**src/rtl/fsu_pkg.sv**
```systemverilog
package fsu_pkg;
  localparam int OP_W = 3;
  localparam int RM_W = 2;

  typedef enum logic [OP_W-1:0] {
    SOP_HOLD  = 3'b000,
    SOP_INV   = 3'b001,
    SOP_XSUB  = 3'b010,
    SOP_CPYA  = 3'b011,
    SOP_CPYB  = 3'b100,
    SOP_CPYC  = 3'b101,
    SOP_SPR6  = 3'b110,
    SOP_SPR7  = 3'b111
  } sop_e;

  localparam logic [RM_W-1:0] RM_DOWN = 2'b11;
endpackage

```
**src/rtl/fsu_track.sv**
```systemverilog
module fsu_track
  import fsu_pkg::*;
(
  input  logic            clk,
  input  logic            rst,
  input  logic            accept,
  input  logic            acc_b_sign,
  input  logic            acc_eff_sub,
  input  logic            acc_negate,
  input  logic [OP_W-1:0] sign_op,
  input  logic            opa_sign,
  input  logic            opb_sign,
  input  logic            opc_sign,
  output logic            run_sign,
  output logic            sub_l,
  output logic            neg_l
);
  logic nxt_sign;

  always_comb begin
    nxt_sign = run_sign;
    case (sign_op)
      SOP_INV:  nxt_sign = ~run_sign;
      SOP_XSUB: nxt_sign = run_sign ^ sub_l;
      SOP_CPYA: nxt_sign = opa_sign;
      SOP_CPYB: nxt_sign = opb_sign;
      SOP_CPYC: nxt_sign = opc_sign;
      default:  nxt_sign = run_sign;
    endcase
  end

  always_ff @(posedge clk) begin
    if (rst) begin
      run_sign <= 1'b0;
      sub_l    <= 1'b0;
      neg_l    <= 1'b0;
    end else if (accept) begin
      run_sign <= acc_b_sign ^ acc_eff_sub;
      sub_l    <= acc_eff_sub;
      neg_l    <= acc_negate;
    end else begin
      run_sign <= nxt_sign;
    end
  end

  p_accept_init_r2: assert property (@(posedge clk) disable iff (rst)
    accept |=> run_sign == ($past(acc_b_sign) ^ $past(acc_eff_sub)));
  p_hold_codes_r3: assert property (@(posedge clk) disable iff (rst)
    (!accept && (sign_op == SOP_HOLD || sign_op == SOP_SPR6 || sign_op == SOP_SPR7))
      |=> $stable(run_sign));
  p_invert_r3: assert property (@(posedge clk) disable iff (rst)
    (!accept && sign_op == SOP_INV) |=> run_sign != $past(run_sign));
  p_copy_a_r5: assert property (@(posedge clk) disable iff (rst)
    (!accept && sign_op == SOP_CPYA) |=> run_sign == $past(opa_sign));
endmodule

```
**src/rtl/fsu_final.sv**
```systemverilog
module fsu_final
  import fsu_pkg::*;
(
  input  logic            run_sign,
  input  logic            sub_l,
  input  logic            neg_l,
  input  logic [RM_W-1:0] rnd_mode,
  input  logic            res_zero,
  input  logic            res_nan,
  output logic            pack_sign
);
  logic zsign;

  always_comb begin
    zsign = run_sign;
    if (res_zero && sub_l)
      zsign = (rnd_mode == RM_DOWN);
    if (res_nan)
      pack_sign = run_sign;
    else
      pack_sign = zsign ^ neg_l;
  end

  always_comb begin
    if (res_nan) a_nan_keep_r9: assert (pack_sign == run_sign);
  end
endmodule

```
**src/rtl/fp_sign_unit.sv**
```systemverilog
module fp_sign_unit
  import fsu_pkg::*;
(
  input  logic            clk,
  input  logic            rst,
  input  logic            accept,
  input  logic            acc_b_sign,
  input  logic            acc_eff_sub,
  input  logic            acc_negate,
  input  logic [OP_W-1:0] sign_op,
  input  logic            opa_sign,
  input  logic            opb_sign,
  input  logic            opc_sign,
  input  logic            fin_en,
  input  logic [RM_W-1:0] rnd_mode,
  input  logic            res_zero,
  input  logic            res_nan,
  output logic            run_sign,
  output logic            fin_sign,
  output logic            fin_vld
);
  logic sub_l, neg_l, pack_sign;

  fsu_track i_track (
    .clk(clk), .rst(rst), .accept(accept), .acc_b_sign(acc_b_sign),
    .acc_eff_sub(acc_eff_sub), .acc_negate(acc_negate), .sign_op(sign_op),
    .opa_sign(opa_sign), .opb_sign(opb_sign), .opc_sign(opc_sign),
    .run_sign(run_sign), .sub_l(sub_l), .neg_l(neg_l)
  );

  fsu_final i_final (
    .run_sign(run_sign), .sub_l(sub_l), .neg_l(neg_l), .rnd_mode(rnd_mode),
    .res_zero(res_zero), .res_nan(res_nan), .pack_sign(pack_sign)
  );

  always_ff @(posedge clk) begin
    if (rst) begin
      fin_sign <= 1'b0;
      fin_vld  <= 1'b0;
    end else begin
      fin_vld <= fin_en;
      if (fin_en) fin_sign <= pack_sign;
    end
  end

  p_nan_sign_r9: assert property (@(posedge clk) disable iff (rst)
    (fin_en && res_nan) |=> fin_sign == $past(run_sign));
  p_vld_pulse_r10: assert property (@(posedge clk) disable iff (rst)
    fin_en |=> fin_vld);
  p_vld_low_r10: assert property (@(posedge clk) disable iff (rst)
    !fin_en |=> !fin_vld);
  p_fin_hold_r11: assert property (@(posedge clk) disable iff (rst)
    !fin_en |=> $stable(fin_sign));
endmodule

```
**config.mk**
```make
export PLATFORM = sky130hd
export DESIGN_NAME = fp_sign_unit
export DESIGN_NICKNAME = d
export VERILOG_FILES = /design/src/rtl/fsu_pkg.sv /design/src/rtl/fsu_track.sv /design/src/rtl/fsu_final.sv /design/src/rtl/fp_sign_unit.sv
export SDC_FILE = /design/constraint.sdc
export NUM_CORES = 1
export LEC_CHECK = 0
export ABC_AREA = 1
export ABC_CLOCK_PERIOD_IN_PS = 1000
export BUFFER_PORTS_ARGS = -buffer_cell sky130_fd_sc_hd__buf_2
export CAP_MARGIN = 10
export CORE_AREA = 2 2 39 41
export DETAILED_ROUTE_END_ITERATION = 10
export DIE_AREA = 0 0 41 43
export PLACE_DENSITY_LB_ADDON = 0.1
export SLEW_MARGIN = 20
export SYNTH_ARGS = -nofsm -noshare
export SYNTH_HDL_FRONTEND = slang
export SYNTH_SLANG_ARGS = --single-unit
```
**constraint.sdc**
```tcl
create_clock -name clk -period 1 [get_ports clk]
set_input_delay 0.05 -clock clk [delete_from_list [all_inputs] [get_ports clk]]
set_output_delay 0.05 -clock clk [all_outputs]
set_load 0.01 [all_outputs]
```
==> results of run 1 <==
layout make-up:
| class | instances | area share [%] |
|---|---|---|
| sequential | 5 | 21.47 |
| clock buffer | 4 | 5.497 |
| inverter | 12 | 9.424 |
| timing repair buffer | 21 | 24.08 |
| tap | 16 | 4.188 |
| multi-input combinational | 37 | 35.34 |
power groups by stage:
stage	Clock, mW	Sequential [mW]	Combinational, mW
5_1_grt	0.259	0.228	0.150
6_report	0.245	0.226	0.131
3_5_place_dp	0	0.228	0.126
4_1_cts	0.248	0.225	0.130
2_1_floorplan	0	0.231	0.0676
3_3_place_gp	0	0.228	0.129
kinds of logic after synthesis:
kind of cell           Yosys count  share of synthesized area, %
AO/OA/AOI/OAI                   12                         21.12
AND/OR/NAND/NOR                 24                         29.88
flip-flops                       5                         31.87
buffers and inverters           12                         14.34
XOR/XNOR                         1                         2.789
cell usage after synthesis:
| library cell | instances | share of area [%] |
|---|---|---|
| sky130_fd_sc_hd__a21oi_1 | 6 | 9.6 |
| sky130_fd_sc_hd__a21oi_2 | 1 | 2.8 |
| sky130_fd_sc_hd__dfxtp_1 | 5 | 32 |
| sky130_fd_sc_hd__inv_1 | 12 | 14 |
| sky130_fd_sc_hd__nand2_1 | 20 | 24 |
| sky130_fd_sc_hd__nand3_1 | 3 | 4.8 |
| sky130_fd_sc_hd__nor2_1 | 1 | 1.2 |
| sky130_fd_sc_hd__o211ai_1 | 1 | 2.4 |
| sky130_fd_sc_hd__o21ai_0 | 4 | 6.4 |
| sky130_fd_sc_hd__xnor2_1 | 1 | 2.8 |
sequential cells by signal, summed over array words and instances (netlist names):
signal and count:
i_track.sub_l 1, i_track.run_sign 1, i_track.neg_l 1, fin_vld 1, fin_sign 1
stage by stage:
stage / setup slack [ps] / hold slack (ps) / utilization [%] / instance area (sq um)
2_1_floorplan: 82.73 / 119.1 / - / 314.1
3_3_place_gp: 37.95 / 245.5 / 31.01 / 429.2
3_5_place_dp: 46.12 / 242.8 / 31.01 / 429.2
4_1_cts: 41.85 / 6.064 / 33.63 / 465.4
5_1_grt: 42.03 / 83.43 / 34.54 / 478.0
6_report: 111.8 / 44.50 / 34.54 / 478.0
layout by cell type, fill, tap and decap left out, drive strengths merged:
master / netlist / layout
clkbuf: 0 / 4
a21oi: 7 / 7
nor2: 1 / 1
o211ai: 1 / 1
dfxtp: 5 / 5
buf: 0 / 19
nand2: 20 / 20
o21ai: 4 / 4
xnor2: 1 / 1
nand3: 3 / 3
dlygate4sd3: 0 / 2
inv: 12 / 12
layer usage:
layer	vias up	track usage [%]	part of all wire, %
met5	-	0	0
met4	0	8.000	2.6
met3	2	4.712	8.7
met2	15	11.25	38
met1	153	11.97	51
li1	216	-	-
worst max path at each step:
stage | from | cells after the start | slack [ps] | end
detailed placement | i_track.run_sign | 6 | 50 | fin_sign
finish | i_track.run_sign | 6 | 110 | fin_sign
CTS | i_track.run_sign | 6 | 40 | fin_sign
global route | i_track.sub_l | 7 | 40 | fin_sign
floorplan | i_track.run_sign | 6 | 80 | fin_sign
global placement | i_track.run_sign | 6 | 40 | fin_sign
worst min-delay path, cell delays in order:
cell                     delay (ps)
sky130_fd_sc_hd__buf_2           70
sky130_fd_sc_hd__inv_1           50
sky130_fd_sc_hd__nor2_1          80
timing repair:
item                                   4_1_cts  5_1_grt
hold buffers                                 1        1
setup endpoints to repair                    0        2
endpoints found under the hold margin        2        1
resized for setup                            0        2
==> results.md, run 1 <==
Run status:
- The flow ran to the end, and the final reports show no timing, DRC or antenna violations.

Power:
- Of the total power, registers draw 37.6%.
- In this run the static leakage power is 0.2818 nW.
- IR analysis of the VDD net gives a maximum drop of 0.6131 mV.
- In this run switching power makes up 28.25% of total power.
- The total power is 0.6025 mW.
- The switching power is 0.1702 mW.
- For this design the ratio of total power to cell area is 1261 nW/um^2.
- Combinational logic is responsible for 21.7% of the overall power.
- The internal power component is 0.4323 mW.
- The clock network power share is 40.7%.

Placement:
- The placer's final routability congestion estimate is 0.6195.
- Detailed placement ended at an HPWL of 573.1 um.
- The count of placed standard cells including taps is 89.
- In this run the tool buffered the top-level ports with 19 buffer cells.

Yosys:
- The count of cell types in the netlist is 10.
- After synthesis the netlist holds a flip-flop and latch count of 5.
- The post-synth net total is 71.
- In this run the mean area of a mapped cell was 5.816 sq um.
- Yosys printed 0 warnings.
- The synthesized netlist occupies a cell area of 314.1 sq um.
- The part of the Yosys area used for sequential elements is 31.87%.
- The post-synthesis cell count is 54.

Finish:
- The number of antenna diodes in the final layout is 0.
- The combined area of the multi-input logic cells is 168.9 sq um.
- After the last flow step, the layout net total stands at 97.
- The filler cells instantiated in the layout total 166.
- The area added between synthesis and finish is 52.19%.
- In the final layout, flip-flops and latches occupy 102.6 sq um.
- The count of non-filler cells in the finished layout is 95.
- The proportion of layout cells with a drive suffix above 1 is 31.65%.

Timing:
- The worst clock skew is 1.264 ps.
- The count of endpoints failing hold in the final timing report is 0.
- The maximum clock frequency is 1126 MHz.
- The number of slew-limit violations in the final report was 0.
- Setup violations remaining at the end of the flow were counted as 0.
- After routing, the total negative slack on setup checks comes to 0 ps.
- The final critical path takes up 88.82% of the cycle.
- Setup repair after global routing left no endpoint under its margin.
- The worst path needs 888.2 ps of the cycle, external delays included.
- The transition time at the pin with the least slew margin is 150.9 ps.
- The worst slew margin relative to its limit is 89.83%.

Global routing:
- The first-pass GRT wire length is 1048 um.
- The overflow left after global routing is 0.
- The number of global-route vias before repair is 295.
- The initial antenna violation count is 0.
- The maximum number of pins on one net before global-route repair is 6.
- Across every metal layer, demand over resource in global routing totals 9.457%.

Drt:
- The sum of routed wire length over all layers is 745 um.
- The DRC violations left is 0.
- In the routed layout, each cell is associated on average with a via count of 4.063.
- The iteration-0 DRC count of the detailed router is 3.
- In the final routed layout, each cell accounts on average for 7.842 um.
- Before antenna repair, the detailed router went through 4 iterations.
- Once detail routing completed, the nets flagged for antenna violations numbered 0.
- The total vias in the final route is 386.

Die:
- After floorplanning, the core was divided into 14 placement rows.
- The die boundary height is 43 um.
- For this configuration, the core starts out at a cell density of 22.69%.
- 20 I/O pins were placed.
- The die area is 1763 sq um.
- The floorplan step set the die width to 41 um.
- The placeable core region is 1384 sq um.

Worst hold path:
- The worst hold path was traced through 3 stages.
- The worst min-delay path category is primary input to register.
- In this run the most critical hold path is launched from fin_en.
- The endpoint of the worst hold path is fin_vld.

Setup path:
- In this run the critical register-to-register path is launched from i_track.run_sign.
- The data arrival time of the critical path is 1070 ps.
- In this run the register-to-register setup slack is 110 ps.
- The number of cells on the worst reg-to-reg path is 6.
- STA classifies the critical path endpoint as a register.
- The kind of cell with the highest combined delay along the critical path is flip-flops.
- The endpoint of the lowest-slack register-to-register path is fin_sign.
- The worst setup path is of the register to register kind.
- The slowest stage of the critical path belongs to the cell sky130_fd_sc_hd__dfxtp_2.
- The critical path required time is 1180 ps.
- The sum of buffers and inverters on the critical path is 1.
- The delay of the slowest cell on the worst path is 360 ps.
- Walking the worst path, the cells encountered are inv_1 > nand2_1 > nand3_1 > nand3_1 > nand2_1 > a21oi_1.
- The kind of launch point of the worst setup path is a register.
- In this run the worst path has a maximum fanout of 5.

Clock network:
- CTS built an H-tree with a depth of 1.
- Post-CTS timing repair inserted 0 buffers for setup.
- The clock transition time at the flip-flop clock pins of the worst setup and hold paths is 50 ps.
- TritonCTS created 3 clock buffers.
- The clock insertion delay at the later pin of the skew report is 250 ps.
- In this run the deepest clock path goes through 2 buffers.
- The clock tree from TritonCTS is yes.
- CTS saw 5 sinks.
- The tree is rooted in a sky130_fd_sc_hd__clkbuf_4.

Flow run:
- Across the run, the number of max-cap violations was 0.
Power figures use the tool's default switching activity.
==> inputs of run 2 (changes only) <==
SETUP_SLACK_MARGIN = 0.2   (was default)
==> run 2 against run 1 <==
Net effect: clock skew about the same; global-route usage up 1.1 points; final area up 6.8%; flip-flop and latch count unchanged; final cell count up 1.1%; clock power down 7%; via count up 4.1%; non-clock buffer count up 1; first-iteration DRC count down 33%; routed wire length up 1.1%; clock-buffer cell count unchanged; largest cell class unchanged.
==> results.md, run 2 (synthesis gave the netlist of run 1 again) <==
Run status:
- The run finished with clean final reports.

Finish:
- Relative to the synthesized area, the layout overhead comes to 62.55%.
- Leaving out fill and tap cells, the most frequent cells in the layout are sky130_fd_sc_hd__nand2_1 (19), sky130_fd_sc_hd__buf_2 (18), sky130_fd_sc_hd__inv_1 (10), sky130_fd_sc_hd__a21oi_1 (5).
- Cells fill 36.89% of the core in the end.
- The commonest non-fill, non-tap cell in the layout is sky130_fd_sc_hd__nand2_1.
- The count of nets after finishing is 98.
- 0 antenna diodes ended up in the layout.
- The layout has 169 filler cells.
- The post-route standard cell area excluding fillers is 510.5 sq um.
- The proportion of layout cells with a drive suffix above 1 is 36.25%.
- Once layout is complete, the cells apart from fillers number 96.

Power:
- IR analysis of the VDD net gives a maximum drop of 0.4376 mV.
- The switching power is 0.1607 mW.
- Per report_power, the clock group accounts for 38.3% of the total.
- For this design the ratio of total power to cell area is 1173 nW/um^2.
- The portion of total power attributed to combinational logic is 23.8%.
- The switching share of power is 26.83%.
- The internal power component is 0.4383 mW.
- The part of the power in registers is 38.0%.
- The analysis attributes to cell leakage a power of 0.2927 nW.

Worst hold path:
- Counting instances, the worst hold path has a depth of 3.
- The path class of the tightest hold or removal check is primary input to register.

Die:
- 20 I/O pins were placed.
- From bottom edge to top edge, the die measures 43 um.
- The width of the die is 41 um.
- The die covers 1763 sq um.
- The placeable core region is 1384 sq um.
- The initial cell density of the core is 22.69%.
- In this run the core area contains 14 standard-cell rows.

Timing:
- Setup violations remaining at the end of the flow were counted as 0.
- The number of slew-limit violations in the final report was 0.
- The final worst-path setup slack is 135.3 ps.
- The final sum of negative setup slack is 0 ps.
- Derived from the worst setup path, the maximum achievable clock frequency is 1156 MHz.
- Setup repair after global routing could not meet its margin everywhere.
- The count of endpoints failing hold in the final timing report came to 0.
- Dividing the final minimum period by the clock period gives 86.47%.
- On the final layout, the worst clock skew is 1.142 ps.
- For the pin with the worst max-slew slack, the measured transition is 166.5 ps.
- The worst pin sits at a relative slew slack of 88.78%.
- For the finished layout, the period the worst path requires is 864.7 ps.

Setup path:
- The data arrival time of the critical path is 990 ps.
- STA classifies the critical path endpoint as a register.
- The worst setup path is launched from a register.
- The critical path is of the register to register type.
- The maximum fanout encountered on the critical timing path is 5.
- The depth of the worst register-to-register path is 6.
- The critical path required time is 1130 ps.

Global routing:
- The overflow left after global routing is 0.
- The number of global-route vias before repair is 334.
- The initial antenna violation count is 0.
- Entering global routing, the biggest net connects 6 pins.
- The overall global routing resource usage is 10.54%.
- The first global-routing pass estimated 1262 um of wire.

Drt:
- The DRC violations left is 0.
- The final antenna-violating net count is 0.
- The number of optimization iterations in the first detailed-route pass is 4.
- Dividing the detail-routed via count by the number of cells gives 4.188.
- Across all layers, the routed design uses 402 vias.
- The wire length per cell after detailed routing is 7.844 um.
- The detailed router finished its first iteration with 2 violations.
- The final layout contains routed wiring with a total length of 753 um.

Placement:
- The number of input and output port buffers inserted is 19.
- The detailed-placement wirelength estimate is 577.9 um.
- The post-detailed-placement cell area is 434.2 sq um.
- The count of placed standard cells including taps is 89.
- Timing analysis after detailed placement gives a worst setup slack of 89.91 ps.
- The placer's final routability congestion estimate is 0.6164.

Flow run:
- Max-cap violations in this run came to 0.

Clock network:
- The clock tree from TritonCTS is yes.
- The clock transition time at the flip-flop clock pins of the worst setup and hold paths is 40 ps.
- The number of levels the H-tree was split into is 1.
- The root buffer cell chosen for the clock tree is sky130_fd_sc_hd__clkbuf_4.
- In this run, CTS created clock tree buffers numbering 3.
- The total clock sinks is 5.
- The clock passes through at most 2 buffers.
- The later pin in the worst-skew pair is clocked with a latency of 240 ps.
## run 2: cell type report
type                       instances  area, sq um  share of cell area (%)
sequential                         5        107.6                   21.08
clock buffer                       4        26.28                   5.147
inverter                          12        45.04                   8.824
timing repair buffer              22        131.4                   25.74
tap                               16        20.02                   3.922
multi-input combinational         37        180.2                   35.29
## run 2: critical path, stage by stage, from the launching register on
cell and delay (ps):
sky130_fd_sc_hd__dfxtp_4 360, sky130_fd_sc_hd__xnor2_1 130, sky130_fd_sc_hd__nand2_1 60, sky130_fd_sc_hd__nand2_1 50
sky130_fd_sc_hd__nand2_1 40, sky130_fd_sc_hd__nand2_1 60, sky130_fd_sc_hd__a21oi_2 50
## run 2: through the flow
stage	total power, mW	hold slack (ps)
after floorplan	0.2994	119.1
after global placement	0.3553	243.2
after detailed placement	0.3545	244.1
after CTS	0.5973	53.57
after global routing	0.6492	85.01
final	0.5990	48.40
## run 2: per-layer routing
layer  track usage [%]  vias up  wire length, um
met5                 0        -                0
met4             8.000        0                8
met3             1.571        2               57
met2             15.63       13              341
met1             12.86      168              347
li1                  -      219                -
## run 2: final timing paths
path | from | slack, ps | to
worst max-delay path | i_track.run_sign | 140 | i_track.run_sign
worst min-delay path | fin_en | 50 | fin_vld
worst max register to register | i_track.run_sign | 140 | i_track.run_sign
worst min register to register | fin_sign | 470 | fin_sign
## run 2: timing repair
| item | CTS | global route |
|---|---|---|
| hold buffers | 3 | 0 |
| resized for setup | 3 | 5 |
| hold endpoints to repair | 2 | 0 |
| setup buffers | 0 | 0 |
| pin swaps | 2 | 0 |
| endpoints found under the setup margin | 2 | 3 |
## run 2: power by group through the flow
| stage | clock network [mW] | logic, mW | registers [mW] |
|---|---|---|---|
| floorplan | 0 | 0.0678 | 0.232 |
| CTS | 0.234 | 0.136 | 0.227 |
| finish | 0.229 | 0.142 | 0.227 |
| global route | 0.253 | 0.167 | 0.230 |
| global placement | 0 | 0.127 | 0.228 |
| detailed placement | 0 | 0.125 | 0.230 |
